--- config.mk ---
export PLATFORM = sky130hd
export DESIGN_NAME = dmx_tx
export DESIGN_NICKNAME = d
export VERILOG_FILES = /design/src/rtl/dmx_pkg.sv /design/src/rtl/dmx_timer.sv /design/src/rtl/dmx_shifter.sv /design/src/rtl/dmx_tx.sv
export SDC_FILE = /design/constraint.sdc
export NUM_CORES = 1
export LEC_CHECK = 0
export ABC_AREA = 1
export ABC_CLOCK_PERIOD_IN_PS = 3440
export CORE_ASPECT_RATIO = 1.4
export CORE_UTILIZATION = 61
export CTS_CLUSTER_DIAMETER = 40
export DETAILED_ROUTE_END_ITERATION = 6
export DONT_BUFFER_PORTS = 1
export GPL_TIMING_DRIVEN = 0
export PLACE_DENSITY = 0.77
export SETUP_SLACK_MARGIN = 0.5
export SLEW_MARGIN = 10
export SYNTH_ARGS = -nofsm -noshare
export SYNTH_HDL_FRONTEND = slang
export SYNTH_HIERARCHICAL = 1
export SYNTH_SLANG_ARGS = --single-unit
--- constraint.sdc ---
create_clock -name clk_i -period 3.44 [get_ports clk_i]
set_input_delay 0.516 -clock clk_i [delete_from_list [all_inputs] [get_ports clk_i]]
set_output_delay 0.516 -clock clk_i [all_outputs]
set_load 0.005 [all_outputs]
--- src/rtl/dmx_pkg.sv ---
package dmx_pkg;
  typedef enum logic [1:0] {
    PH_IDLE,
    PH_BREAK,
    PH_MARK,
    PH_DATA
  } dmx_phase_e;
endpackage

--- src/rtl/dmx_timer.sv ---
module dmx_timer #(
  parameter int TW = 11
) (
  input  logic          clk_i,
  input  logic          rst_ni,
  input  logic          load_i,
  input  logic [TW-1:0] load_val_i,
  output logic          zero_o
);
  logic [TW-1:0] cnt_q;

  always_ff @(posedge clk_i or negedge rst_ni) begin
    if (!rst_ni)              cnt_q <= '0;
    else if (load_i)          cnt_q <= load_val_i;
    else if (cnt_q != '0)     cnt_q <= cnt_q - 1'b1;
  end

  assign zero_o = (cnt_q == '0);
endmodule

--- src/rtl/dmx_shifter.sv ---
module dmx_shifter #(
  parameter int DW    = 8,
  parameter int STOPB = 2
) (
  input  logic          clk_i,
  input  logic          rst_ni,
  input  logic          load_i,
  input  logic          shift_i,
  input  logic [DW-1:0] byte_i,
  output logic          bit_o
);
  localparam int FW = 1 + DW + STOPB;
  logic [FW-1:0] sh_q;

  always_ff @(posedge clk_i or negedge rst_ni) begin
    if (!rst_ni)       sh_q <= '1;
    else if (load_i)   sh_q <= {{STOPB{1'b1}}, byte_i, 1'b0};
    else if (shift_i)  sh_q <= {1'b1, sh_q[FW-1:1]};
  end

  assign bit_o = sh_q[0];
endmodule

--- src/rtl/dmx_tx.sv ---
module dmx_tx #(
  parameter int CLK_HZ      = 16_000_000,
  parameter int BAUD        = 250_000,
  parameter int BREAK_US    = 88,
  parameter int MARK_US     = 8,
  parameter int FRAME_BYTES = 258,
  parameter int DW          = 8,
  parameter int STOPB       = 2,
  parameter int AW          = $clog2(FRAME_BYTES + 1)
) (
  input  logic          clk_i,
  input  logic          rst_ni,
  input  logic          start_i,
  input  logic [AW-1:0] num_ch_i,
  output logic [AW-1:0] rd_addr_o,
  input  logic [DW-1:0] rd_data_i,
  output logic          line_o,
  output logic          busy_o,
  output logic          done_o
);
  import dmx_pkg::*;

  localparam int BIT_CYC   = CLK_HZ / BAUD;
  localparam int BREAK_CYC = (CLK_HZ / 1_000_000) * BREAK_US;
  localparam int MARK_CYC  = (CLK_HZ / 1_000_000) * MARK_US;
  localparam int FW        = 1 + DW + STOPB;
  localparam int MAXC      = (BREAK_CYC > MARK_CYC) ?
                             ((BREAK_CYC > BIT_CYC) ? BREAK_CYC : BIT_CYC) :
                             ((MARK_CYC > BIT_CYC) ? MARK_CYC : BIT_CYC);
  localparam int TW        = $clog2(MAXC + 1);
  localparam int BW        = $clog2(FW);

  dmx_phase_e    phase_q, phase_d;
  logic [AW-1:0] idx_q, idx_d;
  logic [AW-1:0] nch_q, nch_d;
  logic [BW-1:0] bit_q, bit_d;
  logic          done_q, done_d;

  logic          tmr_ld, tmr_zero;
  logic [TW-1:0] tmr_val;
  logic          sh_ld, sh_shift, sh_bit;
  logic [DW-1:0] next_byte;

  // positions past the captured count are padding
  assign next_byte = (idx_q < nch_q) ? rd_data_i : '0;

  always_comb begin
    phase_d  = phase_q;
    idx_d    = idx_q;
    nch_d    = nch_q;
    bit_d    = bit_q;
    done_d   = 1'b0;
    tmr_ld   = 1'b0;
    tmr_val  = '0;
    sh_ld    = 1'b0;
    sh_shift = 1'b0;
    unique case (phase_q)
      PH_IDLE: if (start_i) begin
        phase_d = PH_BREAK;
        idx_d   = '0;
        nch_d   = (num_ch_i > AW'(FRAME_BYTES)) ? AW'(FRAME_BYTES) : num_ch_i;
        tmr_ld  = 1'b1;
        tmr_val = TW'(BREAK_CYC - 1);
      end
      PH_BREAK: if (tmr_zero) begin
        phase_d = PH_MARK;
        tmr_ld  = 1'b1;
        tmr_val = TW'(MARK_CYC - 1);
      end
      PH_MARK: if (tmr_zero) begin
        phase_d = PH_DATA;
        tmr_ld  = 1'b1;
        tmr_val = TW'(BIT_CYC - 1);
        sh_ld   = 1'b1;
        bit_d   = '0;
        idx_d   = idx_q + 1'b1;
      end
      PH_DATA: if (tmr_zero) begin
        if (bit_q == BW'(FW - 1)) begin
          if (idx_q == AW'(FRAME_BYTES)) begin
            phase_d = PH_IDLE;
            done_d  = 1'b1;
          end else begin
            tmr_ld  = 1'b1;
            tmr_val = TW'(BIT_CYC - 1);
            sh_ld   = 1'b1;
            bit_d   = '0;
            idx_d   = idx_q + 1'b1;
          end
        end else begin
          tmr_ld   = 1'b1;
          tmr_val  = TW'(BIT_CYC - 1);
          sh_shift = 1'b1;
          bit_d    = bit_q + 1'b1;
        end
      end
      default: phase_d = PH_IDLE;
    endcase
  end

  always_ff @(posedge clk_i or negedge rst_ni) begin
    if (!rst_ni) begin
      phase_q <= PH_IDLE;
      idx_q   <= '0;
      nch_q   <= '0;
      bit_q   <= '0;
      done_q  <= 1'b0;
    end else begin
      phase_q <= phase_d;
      idx_q   <= idx_d;
      nch_q   <= nch_d;
      bit_q   <= bit_d;
      done_q  <= done_d;
    end
  end

  dmx_timer #(.TW(TW)) u_timer (
    .clk_i      (clk_i),
    .rst_ni     (rst_ni),
    .load_i     (tmr_ld),
    .load_val_i (tmr_val),
    .zero_o     (tmr_zero)
  );

  dmx_shifter #(.DW(DW), .STOPB(STOPB)) u_shift (
    .clk_i   (clk_i),
    .rst_ni  (rst_ni),
    .load_i  (sh_ld),
    .shift_i (sh_shift),
    .byte_i  (next_byte),
    .bit_o   (sh_bit)
  );

  assign rd_addr_o = idx_q;
  assign busy_o    = (phase_q != PH_IDLE);
  assign done_o    = done_q;
  assign line_o    = (phase_q == PH_BREAK) ? 1'b0 :
                     (phase_q == PH_DATA)  ? sh_bit : 1'b1;
endmodule

After elaboration in Yosys (flattened, before gate mapping)
Cells that the tools add are included.
{"block": "word_totals", "inputBits": 20, "wordCells": 87, "reg_bits": 47}
{"block": "op_classes", "eq_ne": 13, "order_cmp": 2, "n_mux": 49, "n_reduce_logical": 13, "addsub": 3}
{"op": "11-bit two-way mux", "count": 7}
{"op": "9-bit two-way mux", "count": 6}
{"op": "11-bit one-hot mux with 4 select lines", "count": 1}
{"op": "9-bit one-hot mux with 3 select lines", "count": 1}
{"op": "1-bit two-way mux", "count": 16}
{"op": "4-bit two-way mux", "count": 4}
{"op": "2-bit inequality test, second input constant", "count": 7}
{"op": "2-bit two-way mux", "count": 6}
{"op": "6-bit two-way mux", "count": 2}
{"op": "6-bit AND reduction", "count": 2}
{"op": "11-bit logical NOT", "count": 1}
{"op": "11-bit nonzero test", "count": 1}
{"op": "11-bit by 1-bit subtractor with 11-bit output, second input constant", "count": 1}
{"op": "9-bit by 1-bit adder with 9-bit output, second input constant", "count": 1}
{"op": "9-bit == test, second input constant", "count": 1}
{"op": "9-bit > comparator, second input constant", "count": 1}
{"op": "9-bit < comparator", "count": 1}
{"op": "8-bit two-way mux", "count": 1}
{"op": "2-bit one-hot mux with 4 select lines", "count": 1}
{"op": "4-bit one-hot mux with 2 select lines", "count": 1}
{"op": "2-bit nonzero test", "count": 4}
{"op": "7-bit two-way mux", "count": 1}
{"op": "4-bit by 1-bit adder with 4-bit output, second input constant", "count": 1}
{"op": "2-bit == test, second input constant", "count": 2}
{"op": "10 further kinds", "count": 10}

Longest topological paths before layout
{"block": "depth", "ltp_word": 6, "mapped_depth": 17, "mapped_depth_nobuf": 16}

Hierarchy
The synthesis kept the hierarchy.
{"mod": "dmx_tx", "area_per_inst_um2": 1849.3, "cells_per_inst": 263, "instances": 1}
{"mod": "dmx_timer", "area_per_inst_um2": 754.5, "cells_per_inst": 109, "instances": 1}
{"mod": "dmx_shifter", "area_per_inst_um2": 480.5, "cells_per_inst": 65, "instances": 1}

Worst setup path after synthesis
OpenSTA, ideal clock, no wires.
{"block": "synth_timing", "path_kind": "flip-flop to flip-flop", "start": "reg u_timer.cnt_q[0]", "end": "reg u_timer.cnt_q[8]", "period_less_slack_ps": 2386, "required_ps": 3371, "stages_incl_launch_ff": 18, "path_slack_ps": 1054, "setup_ps": 69, "path_buffers": 1, "arrival_ps": 2318, "cell_sequence": "dfrtp_1 -> inv_1 -> ha_1 -> inv_1 -> nor2_2 -> nand3_1 -> nor4_1 -> inv_1 -> nor2_1 -> nand2_1 -> nand2_1 -> inv_2 -> buf_2 -> nand2_1 -> nand2_1 -> o21ai_2 -> inv_2 -> nor2_2"}
{"block": "synth_via", "elab_chain_cells": 4}
{"item": "start: declaration", "line": "dmx_timer.sv:10", "text": "logic [TW-1:0] cnt_q;"}
{"item": "start signal: assignment", "line": "dmx_timer.sv:14", "text": "else if (load_i) cnt_q <= load_val_i;"}
{"item": "start signal: assignment", "line": "dmx_timer.sv:15", "text": "else if (cnt_q != '0) cnt_q <= cnt_q - 1'b1;"}
{"item": "11-bit logical NOT *", "line": "dmx_timer.sv:18", "text": "assign zero_o = (cnt_q == '0);"}
{"item": "via tmr_zero", "line": "dmx_tx.sv:39", "text": "logic tmr_ld, tmr_zero;"}
{"item": "1-bit two-way mux, on equally long branches", "line": "dmx_tx.sv:78, dmx_tx.sv:65, dmx_tx.sv:70"}
{"item": "1-bit one-hot mux with 3 select lines *", "line": "dmx_tx.sv:57", "text": "unique case (phase_q)"}
{"item": "via tmr_ld", "line": "dmx_tx.sv:39"}
{"item": "11-bit two-way mux / 2-bit nonzero test (equally long branches)"}
The timed path passes the listed nets; every way through them passes the cells marked *. The select of a mux whose other input is x is not followed.
A chain may end at the register's enable or synchronous reset.

Worst setup path in the final report
Same ends and word-level chain as after synthesis.

==> results.json <==
{
  "critPathCaptureType": "flop",
  "core-area_sq_mm": 0.00484,
  "grt_overflow_total": 0,
  "power_switching_share_pct": 42.3,
  "hold_class": "input pin to async pin",
  "ys_seq_elements": 45,
  "synth_top_area_share_pct": 29.2,
  "dieArea_sq_mm": 0.00535,
  "synth_area_leader_cell": "dfrtp_1",
  "cts_max_path_buffers": 2,
  "synth_most_common_cell": "nand2_1",
  "antenna_found_initial": 0,
  "required_ns": 3.68,
  "setup_viol": 0,
  "drt-wirelength-per-cell_microns": 12.2,
  "syn_to_final_growth_pct": 7.95,
  "grt_max_degree": 37,
  "num_io_pins": 32,
  "setup_tns_ns": 0,
  "synth_area_leaders": "dfrtp_1 29%, nand2_1 18%, dfstp_2 7.7%, ha_1 7.3%, nand3_1 6.5%",
  "finalCriticalPeriod_ns": 2.59,
  "htree_levels": 2,
  "synth_cells": 437,
  "synth_edf_count": 0,
  "drtPass1Iterations": 4,
  "dieHeight_microns": 86.1,
  "grt.total_usage_pct": 25.7,
  "yosysWarnings": 6,
  "vias": 2649,
  "p_int_w": 0.00135,
  "numPortBuffers": 0,
  "nets": 485,
  "seq_power_share_pct": 37.0,
  "max_cap_viol_count": 0,
  "grt_pass1_wl_microns": 10200,
  "path_max_fanout": 10,
  "seq_area_frac_synth_pct": 36.9,
  "clkSinkCount": 45,
  "grt_pass1_vias": 2488,
  "synth_area_per_cell_sq_um": 7.06,
  "synthFlopType": "dfrtp_1",
  "num-fill-cells": 417,
  "rows": 30,
  "pre_cts_slack_ns": 0.457,
  "syn_area_sq_mm": 0.00308,
  "path_clk_slew_ns": 0.09,
  "die_w_microns": 62.1,
  "layout_setup_ws_ns": 0.853,
  "ys_types": 34,
  "regArea_sq_mm": 0.00114,
  "rsz0062_at_grt": "false",
  "multiInputGateArea_sq_mm": 0.00170,
  "powerDensity_mw_per_mm2": 703,
  "fmax_mhz": 387,
  "post-route-period-util_pct": 75.2,
  "p_leak_nw": 1.69,
  "ir_drop_v": 0.000392,
  "postRouteAntennaNets": 0,
  "gp_congestion": 0.863,
  "drcViolationCount": 0,
  "antenna_cells": 0,
  "ctsRootBufferMaster": "clkbuf_8",
  "p_clk_share_pct": 17.9,
  "crit_type": "flop to flop",
  "hold_viol": 0,
  "finalClockSkew_ns": 0.00575,
  "cts_tree": "built",
  "clk-insertion-delay-late_ns": 0.30,
  "cts_buffers": 5,
  "ys_async_sr_fraction_pct": 100,
  "combPwrFrac_pct": 45.1,
  "vias_per_cell": 5.17,
  "first_iter_violations": 78,
  "routed_wirelength_microns": 6220,
  "critPathArrivalTime_ns": 2.83,
  "slew_violations": 0,
  "switchingPower_w": 0.000991,
  "outcome": "finished, final reports clean",
  "start_util_pct": 63.7,
  "dp.final_hpwl_microns": 4640,
  "startpoint_type": "flop",
  "drive_gt1_share_pct": 15.8,
  "synth_commonest_cells": "148 x nand2_1, 50 x inv_1, 43 x nor2_1"
}
-- power groups by stage --
| stage | logic, W | registers (W) | clock network, W |
|---|---|---|---|
| final | 0.00106 | 0.000866 | 0.000419 |
| after CTS | 0.00106 | 0.000862 | 0.000429 |
| after floorplan | 0.000856 | 0.000840 | 0 |
| after global routing | 0.00124 | 0.000894 | 0.000445 |
| after global placement | 0.00101 | 0.000864 | 0 |
| after detailed placement | 0.00104 | 0.000872 | 0 |
-- flip-flops by register name, summed over array words and instances, names as in the netlist --
name,cells
done_o,1
rd_addr_o,9
phase_q,2
u_timer/cnt_q,11
u_shift/sh_q,9
bit_q,4
nch_q,9
-- layout by cell type (no fill, tap or decap), drive strengths merged, types with 2 or more instances in the layout --
| cell | n |
|---|---|
| dfrtp | 36 |
| inv | 60 |
| ha | 18 |
| o21ai | 30 |
| nand4 | 3 |
| buf | 7 |
| nor2 | 55 |
| dfstp | 9 |
| nand3 | 44 |
| a21oi | 11 |
| or2 | 6 |
| nor3 | 2 |
| conb | 2 |
| nand2 | 150 |
| clkbuf | 8 |
-- metal layers --
layer,share of wire (%),track usage [%],up-vias
met5,0,0,-
li1,-,-,1391
met1,42,27.1,1214
met4,1.5,8.08,0
met3,3.1,5.28,8
met2,54,48.2,36
-- worst paths after layout --
| check | from | end | slack [ns] | depth (start not counted) |
|---|---|---|---|---|
| worst max-delay path | u_timer/cnt_q[0]$_DFFE_PN0P_ | u_timer/cnt_q[8]$_DFFE_PN0P_ | 0.85 | 17 |
| worst min register to register | u_shift/sh_q[1]$_DFFE_PN1P_ | u_shift/sh_q[1]$_DFFE_PN1P_ | 0.47 | 2 |
| min in group clk_i | num_ch_i[3] | nch_q[3]$_DFFE_PN0P_ | 0.34 | 2 |
| max in group asynchronous | rst_ni | u_timer/cnt_q[9]$_DFFE_PN0P_ | 3.21 | 1 |
| worst min-delay path | rst_ni | nch_q[5]$_DFFE_PN0P_ | 0.04 | 1 |
| worst max register to register | u_timer/cnt_q[0]$_DFFE_PN0P_ | u_timer/cnt_q[8]$_DFFE_PN0P_ | 0.85 | 17 |
-- cells by family (layout without fill, tap and decap cells) --
kind of cell             Yosys count  count (layout)  synth area share (%)
flip-flops                        45              45                  36.9
AO/OA/AOI/OAI                     44              44                  8.97
other                              1               2                 0.122
buffers and inverters             66              76                  8.80
XOR/XNOR                           1               1                 0.284
adder cells (fa/ha/maj)           18              18                  7.30
AND/OR/NAND/NOR                  262             262                  37.6
-- layout make-up --
class,count,area share (%)
buffer,6,1.32
clock buffer,7,2.59
clock inverter,1,0.902
inverter,60,6.84
multi-input combinational,327,51.0
sequential,45,34.2
tap,64,2.41
timing repair buffer,2,0.827
-- worst max-delay path, cell delays in order (launching register included) --
cell and delay [ns]:
dfrtp_1 0.38, inv_1 0.13, ha_2 0.23, inv_1 0.06, nor2_2 0.13, nand3_1 0.17
nor4_4 0.34, inv_2 0.13, nor2_1 0.18, nand2_1 0.07, nand2_1 0.10, inv_2 0.05
buf_2 0.18, nand2_1 0.11, nand2_1 0.07, o21ai_2 0.06, inv_2 0.04, nor2_2 0.07
-- metrics by stage --
stage | cell area, sq um | hold WS [ns] | instances | util (%) | total power, W
2_1_floorplan | 3090 | 0.220 | 438 | - | 0.00170
3_3_place_gp | 3170 | 0.221 | 502 | 65.4 | 0.00187
3_5_place_dp | 3170 | 0.221 | 502 | 65.4 | 0.00191
4_1_cts | 3310 | 0.0375 | 511 | 68.4 | 0.00235
5_1_grt | 3330 | 0.0262 | 512 | 68.8 | 0.00258
6_report | 3330 | 0.0380 | 512 | 68.8 | 0.00234
-- timing repair --
action	CTS	global route
gates cloned	0	0
resized for setup	1	3
pin swaps	0	1
hold buffers	1	0
setup endpoints to repair	6	9
endpoints found under the hold margin	36	0
buffers inserted	0	1
No activity file was read; power rests on OpenSTA's default activity.
